**src/rtl/sgate_pkg.sv**
```systemverilog
package sgate_pkg;
    localparam int DATA_W = 32;
    localparam int ADDR_W = 6;
    localparam logic [7:0] UNLOCK_KEY = 8'hA5;

    typedef enum logic [2:0] {
        K_NONE, K_CTRL, K_TMO, K_UNLK, K_STAT, K_TGT, K_SLOT
    } kind_e;

    typedef struct packed {
        logic ie_tmo;
        logic ie_deny;
        logic open_mode;
    } ctrl_t;

    typedef struct packed {
        logic key;
        logic tmo;
        logic deny;
    } flags_t;

    function automatic kind_e decode(input logic [ADDR_W-1:0] a);
        kind_e k;
        k = K_NONE;
        case (a[5:4])
            2'b00: begin
                case (a[3:0])
                    4'h0: k = K_CTRL;
                    4'h1: k = K_TMO;
                    4'h2: k = K_UNLK;
                    4'h3: k = K_STAT;
                    default: k = K_NONE;
                endcase
            end
            2'b01: k = K_TGT;
            2'b10: k = K_SLOT;
            default: k = K_NONE;
        endcase
        return k;
    endfunction
endpackage

```
**src/rtl/sgate_regs.sv**
```systemverilog
module sgate_regs
    import sgate_pkg::*;
#(
    parameter int NCH   = 4,
    parameter int TA_W  = 16,
    parameter int TMR_W = 16
) (
    input  logic                      clk,
    input  logic                      rst,
    input  logic                      wr,
    input  kind_e                     kind,
    input  logic [3:0]                idx,
    input  logic [DATA_W-1:0]         wdata,
    input  logic                      set_deny,
    input  logic                      set_tmo,
    input  logic                      set_key,
    output ctrl_t                     ctrl,
    output logic [TMR_W-1:0]          tmo_val,
    output logic [NCH-1:0][TA_W-1:0]  tgt,
    output flags_t                    flags
);
    localparam int IDX_W = 5;

    always_ff @(posedge clk) begin
        if (rst) begin
            ctrl    <= '0;
            tmo_val <= '0;
            tgt     <= '0;
        end else if (wr) begin
            if (kind == K_CTRL) ctrl <= wdata[2:0];
            if (kind == K_TMO)  tmo_val <= wdata[TMR_W-1:0];
            for (int i = 0; i < NCH; i++) begin
                if (kind == K_TGT && {1'b0, idx} == IDX_W'(i))
                    tgt[i] <= wdata[TA_W-1:0];
            end
        end
    end

    always_ff @(posedge clk) begin
        if (rst) begin
            flags <= '0;
        end else begin
            if (wr && kind == K_STAT) flags <= flags & ~wdata[2:0];
            if (set_deny) flags.deny <= 1'b1;
            if (set_tmo)  flags.tmo  <= 1'b1;
            if (set_key)  flags.key  <= 1'b1;
        end
    end

    p_deny_sticky_r11: assert property (@(posedge clk) disable iff (rst)
        flags.deny && !(wr && kind == K_STAT && wdata[0]) |=> flags.deny);
    p_tmo_sticky_r11: assert property (@(posedge clk) disable iff (rst)
        flags.tmo && !(wr && kind == K_STAT && wdata[1]) |=> flags.tmo);
endmodule

```
**src/rtl/sgate_lock.sv**
```systemverilog
module sgate_lock #(
    parameter int NCH   = 4,
    parameter int TMR_W = 16,
    parameter int CH_W  = 2
) (
    input  logic             clk,
    input  logic             rst,
    input  logic             unlock_ok,
    input  logic [CH_W-1:0]  unlock_ch,
    input  logic [TMR_W-1:0] tmo_load,
    input  logic             used,
    output logic             open_v,
    output logic [CH_W-1:0]  open_ch,
    output logic             tmo_evt
);
    logic [TMR_W-1:0] cnt;

    assign tmo_evt = open_v && !unlock_ok && !used && (cnt == '0);

    always_ff @(posedge clk) begin
        if (rst) begin
            open_v  <= 1'b0;
            open_ch <= '0;
            cnt     <= '0;
        end else if (unlock_ok) begin
            open_v  <= 1'b1;
            open_ch <= unlock_ch;
            cnt     <= tmo_load;
        end else if (open_v) begin
            if (used || cnt == '0) open_v <= 1'b0;
            else                   cnt <= cnt - 1'b1;
        end
    end

    p_unlock_opens_r6: assert property (@(posedge clk) disable iff (rst)
        unlock_ok |=> open_v && open_ch == $past(unlock_ch));
    p_relock_after_use_r7: assert property (@(posedge clk) disable iff (rst)
        used && !unlock_ok |=> !open_v);
    p_expiry_closes_r8: assert property (@(posedge clk) disable iff (rst)
        tmo_evt |=> !open_v);
    p_count_down_r8: assert property (@(posedge clk) disable iff (rst)
        open_v && !unlock_ok && !used && cnt != '0 |=> open_v && cnt == $past(cnt) - 1'b1);
endmodule

```
**src/rtl/sgate_top.sv**
```systemverilog
module sgate_top
    import sgate_pkg::*;
#(
    parameter int NCH   = 4,
    parameter int TA_W  = 16,
    parameter int TMR_W = 16
) (
    input  logic              clk,
    input  logic              rst,
    input  logic              s_req,
    input  logic              s_we,
    input  logic [5:0]        s_addr,
    input  logic [31:0]       s_wdata,
    output logic [31:0]       s_rdata,
    output logic              s_ack,
    output logic              s_err,
    output logic              m_req,
    output logic              m_we,
    output logic [TA_W-1:0]   m_addr,
    output logic [31:0]       m_wdata,
    input  logic [31:0]       m_rdata,
    input  logic              m_ack,
    output logic              irq_deny,
    output logic              irq_tmo
);
    localparam int CH_W = (NCH > 1) ? $clog2(NCH) : 1;

    kind_e                    kind;
    logic [3:0]               idx;
    logic                     slot_ok, permit, fwd, deny, cfg, unl_wr, key_ok;
    logic [CH_W-1:0]          uch;
    ctrl_t                    ctrl;
    flags_t                   flags;
    logic [TMR_W-1:0]         tmo_val;
    logic [NCH-1:0][TA_W-1:0] tgt;
    logic                     open_v, tmo_evt, used;
    logic [CH_W-1:0]          open_ch;

    assign kind    = decode(s_addr);
    assign idx     = s_addr[3:0];
    assign slot_ok = (kind == K_SLOT) && ({1'b0, idx} < 5'(NCH));
    assign permit  = ctrl.open_mode || (open_v && open_ch == idx[CH_W-1:0]);
    assign fwd     = s_req && slot_ok && permit;
    assign deny    = s_req && slot_ok && !permit;
    assign cfg     = s_req && !slot_ok;
    assign used    = fwd && m_ack && !ctrl.open_mode;

    assign uch     = s_wdata[CH_W-1:0];
    assign unl_wr  = s_req && s_we && kind == K_UNLK;
    assign key_ok  = s_wdata[31:24] == UNLOCK_KEY && s_wdata[CH_W+7:CH_W] == '0 &&
                     ({1'b0, uch} < (CH_W+1)'(NCH));

    assign m_req   = fwd;
    assign m_we    = s_we;
    assign m_addr  = tgt[idx[CH_W-1:0]];
    assign m_wdata = s_wdata;
    assign s_ack   = cfg || (fwd && m_ack);
    assign s_err   = deny;

    assign irq_deny = flags.deny && ctrl.ie_deny;
    assign irq_tmo  = flags.tmo && ctrl.ie_tmo;

    always_comb begin
        s_rdata = '0;
        case (kind)
            K_CTRL: s_rdata[2:0] = ctrl;
            K_TMO:  s_rdata[TMR_W-1:0] = tmo_val;
            K_STAT: begin
                s_rdata[2:0] = flags;
                s_rdata[3]   = open_v;
                if (open_v) s_rdata[8 +: CH_W] = open_ch;
            end
            K_TGT:  if ({1'b0, idx} < 5'(NCH)) s_rdata[TA_W-1:0] = tgt[idx[CH_W-1:0]];
            K_SLOT: if (slot_ok) s_rdata = m_rdata;
            default: s_rdata = '0;
        endcase
    end

    sgate_regs #(.NCH(NCH), .TA_W(TA_W), .TMR_W(TMR_W)) u_regs (
        .clk(clk), .rst(rst),
        .wr(cfg && s_we), .kind(kind), .idx(idx), .wdata(s_wdata),
        .set_deny(deny), .set_tmo(tmo_evt), .set_key(unl_wr && !key_ok),
        .ctrl(ctrl), .tmo_val(tmo_val), .tgt(tgt), .flags(flags)
    );

    sgate_lock #(.NCH(NCH), .TMR_W(TMR_W), .CH_W(CH_W)) u_lock (
        .clk(clk), .rst(rst),
        .unlock_ok(unl_wr && key_ok), .unlock_ch(uch), .tmo_load(tmo_val),
        .used(used), .open_v(open_v), .open_ch(open_ch), .tmo_evt(tmo_evt)
    );

    p_ack_err_excl_r5: assert property (@(posedge clk) disable iff (rst)
        !(s_ack && s_err));
    p_err_sets_flag_r5: assert property (@(posedge clk) disable iff (rst)
        s_err |=> flags.deny);
    p_err_no_forward_r5: assert property (@(posedge clk) disable iff (rst)
        s_err |-> !m_req);
    p_badkey_keeps_state_r4: assert property (@(posedge clk) disable iff (rst)
        unl_wr && !key_ok && !used && !tmo_evt |=> open_v == $past(open_v) && flags.key);
endmodule

```
**config.mk**
```make
export PLATFORM = sky130hd
export DESIGN_NAME = sgate_top
export DESIGN_NICKNAME = d
export VERILOG_FILES = /design/src/rtl/sgate_pkg.sv /design/src/rtl/sgate_regs.sv /design/src/rtl/sgate_lock.sv /design/src/rtl/sgate_top.sv
export SDC_FILE = /design/constraint.sdc
export NUM_CORES = 1
export LEC_CHECK = 0
export BUFFER_PORTS_ARGS = -buffer_cell sky130_fd_sc_hd__buf_2
export CORE_MARGIN = 4
export CORE_UTILIZATION = 56
export DETAILED_ROUTE_END_ITERATION = 8
export GPL_TIMING_DRIVEN = 0
export PLACE_DENSITY = 0.88
export SLEW_MARGIN = 20
export SYNTH_ARGS = -nofsm -noshare
export SYNTH_HDL_FRONTEND = slang
export SYNTH_SLANG_ARGS = --single-unit
```
**constraint.sdc**
```tcl
create_clock -name clk -period 5.5 [get_ports clk]
set_clock_uncertainty 0.1 [all_clocks]
set_input_delay 0.55 -clock clk [delete_from_list [all_inputs] [get_ports clk]]
set_output_delay 0.55 -clock clk [all_outputs]
set_load 0.01 [all_outputs]
```
==> results.sh <==
export IMPL_fillCellCount=720
export IMPL_avgSynthCellArea_um2=8.03
export IMPL_min_period_ns=4.04
export IMPL_synth_distinct_cells=53
export IMPL_grt_pass1_wl_um=27300
export IMPL_postCtsSetupBuffers=0
export IMPL_max_freq_mhz=247
export IMPL_hold_buffers=0
export IMPL_slowest_delay_ns=0.69
export IMPL_fin_nets=922
export IMPL_grt_usage_pct=29.9
export IMPL_grt_busiest_layer="met2"
export IMPL_dp_final_hpwl_um=13100
export IMPL_crit_path_start_kind="input port"
export IMPL_clock_sinks=105
export IMPL_die_h_um=107
export IMPL_max_slew_margin_pct=41.4
export IMPL_vias=5760
export IMPL_ir_worst_vdd_mv=0.221
export IMPL_ys_seq_area_share_pct=38.2
export IMPL_placed_area_um2=6400
export IMPL_port_buffers=147
export IMPL_cts_buffers_inserted=9
export IMPL_clk_pin_slew_ns=0.11
export IMPL_viasPerCell=5.89
export IMPL_globalRoute_totalOverflow=0
export IMPL_synth_warnings=0
export IMPL_dieArea_um2=11500
export IMPL_critPathKind="input port to primary output"
export IMPL_cp_required_ns=4.85
export IMPL_use_met3_pct=7.10
export IMPL_final_antenna_net_count=0
export IMPL_rsz0062_at_grt="false"
export IMPL_final_cell_area_um2=6610
export IMPL_crit_path_end_kind="primary output"
export IMPL_cts_tree="done"
export IMPL_met1_usage_pct=34.2
export IMPL_syn_instance_count=686
export IMPL_synth_edff_count=0
export IMPL_worst_pin_slew_ns=0.869
export IMPL_grt_pass1_vias=5574
export IMPL_drt_wl_total_um=17500
export IMPL_cp_slowest_cell="a2111oi_4"
export IMPL_drtPass1Iterations=5
export IMPL_multiInputGateArea_um2=2910
export IMPL_syn_area_um2=5510
export IMPL_drc=0
export IMPL_gp_congestion=0.913
export IMPL_arrival_ns=3.39
export IMPL_p_leak_nw=2.83
export IMPL_ys_seq_elements=105
export IMPL_hold_path_class="input port to flip-flop"
export IMPL_met2_usage_pct=52.1
export IMPL_power_density_nw_per_um2=217
export IMPL_grt_max_degree=20
export IMPL_pin_count=161
export IMPL_register_area_um2=2100
export IMPL_htreeDepth=3
export IMPL_finalSetupTns_ns=0
export IMPL_synth_ff_type="dfxtp_1"
export IMPL_coreArea_um2=9420
export IMPL_path_cells="buf_2, clkbuf_1, inv_1, ha_1, nor3b_1, a21oi_1, a2111oi_4, clkbuf_1, a22oi_1, nand2_1, buf_2"
export IMPL_drv_slew=0
export IMPL_route_detailed_wl_per_inst_um=17.9
export IMPL_initial_core_util_pct=58.5
export IMPL_antenna_found_initial=0
export IMPL_finalPower_w=0.00144
export IMPL_rows=35
export IMPL_fin_crit_sh_pct=73.5
export IMPL_ctsResizeCount=0
export IMPL_die_width_um=107
export IMPL_status="finished, final reports clean"
export IMPL_async_flop_share_pct=0
export IMPL_antennaDiodeCount=0
export IMPL_drt_iter0_drc=488
export IMPL_synth_nets=764
export IMPL_drive_gt1_share_pct=27.7
export IMPL_syn_to_final_growth_pct=20.1
export IMPL_root_buffer="clkbuf_8"
export IMPL_finalHoldViolations=0
export IMPL_drv_cap=0
export IMPL_cp_max_fo=10
export IMPL_clkLatencyLatePin_ns=0.38
export IMPL_clockBufferDepth=2
export IMPL_setup_violations=0
==> layout make-up <==
class / count / share of cell area (%)
buffer: 85 / 7.14
clock buffer: 9 / 1.87
clock inverter: 7 / 1.27
inverter: 6 / 0.341
multi-input combinational: 490 / 44.0
sequential: 105 / 31.8
tap: 129 / 2.44
timing repair buffer: 147 / 11.1
==> per-layer routing <==
layer	up-vias	share of wire (%)	routed length, um
met4	0	3.9	688
met1	2660	37	6500
li1	2668	-	-
met5	-	0	0
met3	76	9.8	1710
met2	356	49	8610
==> cells in the mapped netlist (3+ instances only) <==
cell      number  area [um^2]
mux4_2        16          360
nor2_1        29          109
buf_4         33          248
nor3_1         9         45.0
nand2b_1       4         25.0
dfxtp_1      105         2100
a222oi_1       3         30.0
and3_1        20          125
a22o_1         3         26.3
nand4_1        5         31.3
buf_2         14         70.1
xnor2_1       17          149
a21oi_1       85          425
nor3b_1        3         22.5
nand4b_1       3         26.3
nand2_1      192          721
a22oi_1       13         97.6
inv_1          6         22.5
mux2i_1        5         50.1
clkbuf_2       3         15.0
buf_1          3         11.3
nor4_1        12         75.1
or3_1          7         43.8
a211oi_1      17          128
nor2b_1        3         18.8
and2_1         6         37.5
ha_1           3         37.5
clkbuf_1      31          116
==> path summary, 6_finish.rpt <==
check,start,endpoint,slack [ns],cells past startpoint
max,s_addr[4],s_rdata[15],1.46,11
min,s_wdata[11],u_regs.tgt[11]$_SDFFE_PP0P_,0.36,3
max reg2reg,u_lock.cnt[7]$_SDFFE_PP0P_,u_lock.cnt[14]$_SDFFE_PP0P_,3.14,6
min reg2reg,u_regs.tgt[51]$_SDFFE_PP0P_,u_regs.tgt[51]$_SDFFE_PP0P_,0.36,2
==> where the power goes <==
part	switching (W)	internal, W	total (W)
clock network	0.000291	0.000220	0.000511
registers	0.00000233	0.000763	0.000765
logic	0.0000956	0.0000651	0.000161
total	0.000389	0.00105	0.00144
==> metrics by stage <==
step | hold slack (ns) | instances | worst slack, ns | utilization, %
after floorplan | 0.329 | 686 | 2.29 | -
after global placement | 0.334 | 962 | 1.67 | 68.0
after detailed placement | 0.342 | 962 | 1.56 | 68.0
after CTS | 0.342 | 978 | 1.56 | 70.2
after global routing | 0.351 | 978 | 1.30 | 70.2
final | 0.358 | 978 | 1.46 | 70.2
==> state kept, by name, summed over array words and instances, names as in the netlist <==
name            count
u_regs.tgt         64
u_regs.ctrl         3
u_lock.open_v       1
u_lock.cnt         16
u_regs.flags        3
u_lock.open_ch      2
u_regs.tmo_val     16
==> cell families after synthesis <==
family / count (synthesis) / synth area share (%)
flops: 105 / 38.2
fa+ha+maj: 3 / 0.682
simple gates: 311 / 26.4
xor+xnor: 19 / 3.02
mux: 21 / 7.45
compound gates: 136 / 15.3
buf+inv: 91 / 8.98
==> worst max-delay path: cells and delay by family <==
kind	cells	cell delay, ns
AOI/OAI and AO/OA	3	1.15
buffers and inverters	5	1.01
and+or+nand+nor	2	0.49
adders and majority gates	1	0.21
==> cells in the final DEF (no fill, tap or decap), types with 3 or more instances in the layout <==
cell type / synthesis / final
inv_1: 6 / 6
nand2_1: 192 / 192
nand4_1: 5 / 5
clkbuf_8: 0 / 9
nor2b_1: 3 / 3
buf_4: 33 / 33
xnor2_1: 17 / 17
a211oi_1: 17 / 17
and2_1: 6 / 6
mux4_2: 16 / 16
nor3b_1: 3 / 3
ha_1: 3 / 3
buf_2: 14 / 161
nand4b_1: 3 / 3
clkbuf_2: 3 / 3
nand2b_1: 4 / 4
nor3_1: 9 / 9
nor4_1: 12 / 12
a222oi_1: 3 / 3
dfxtp_1: 105 / 105
clkbuf_1: 31 / 31
mux2i_1: 5 / 5
nor2_1: 29 / 29
and3_1: 20 / 20
a21oi_1: 85 / 85
a22oi_1: 13 / 13
buf_1: 3 / 3
or3_1: 7 / 7
a22o_1: 3 / 3
(Power assumes the default switching activity.)
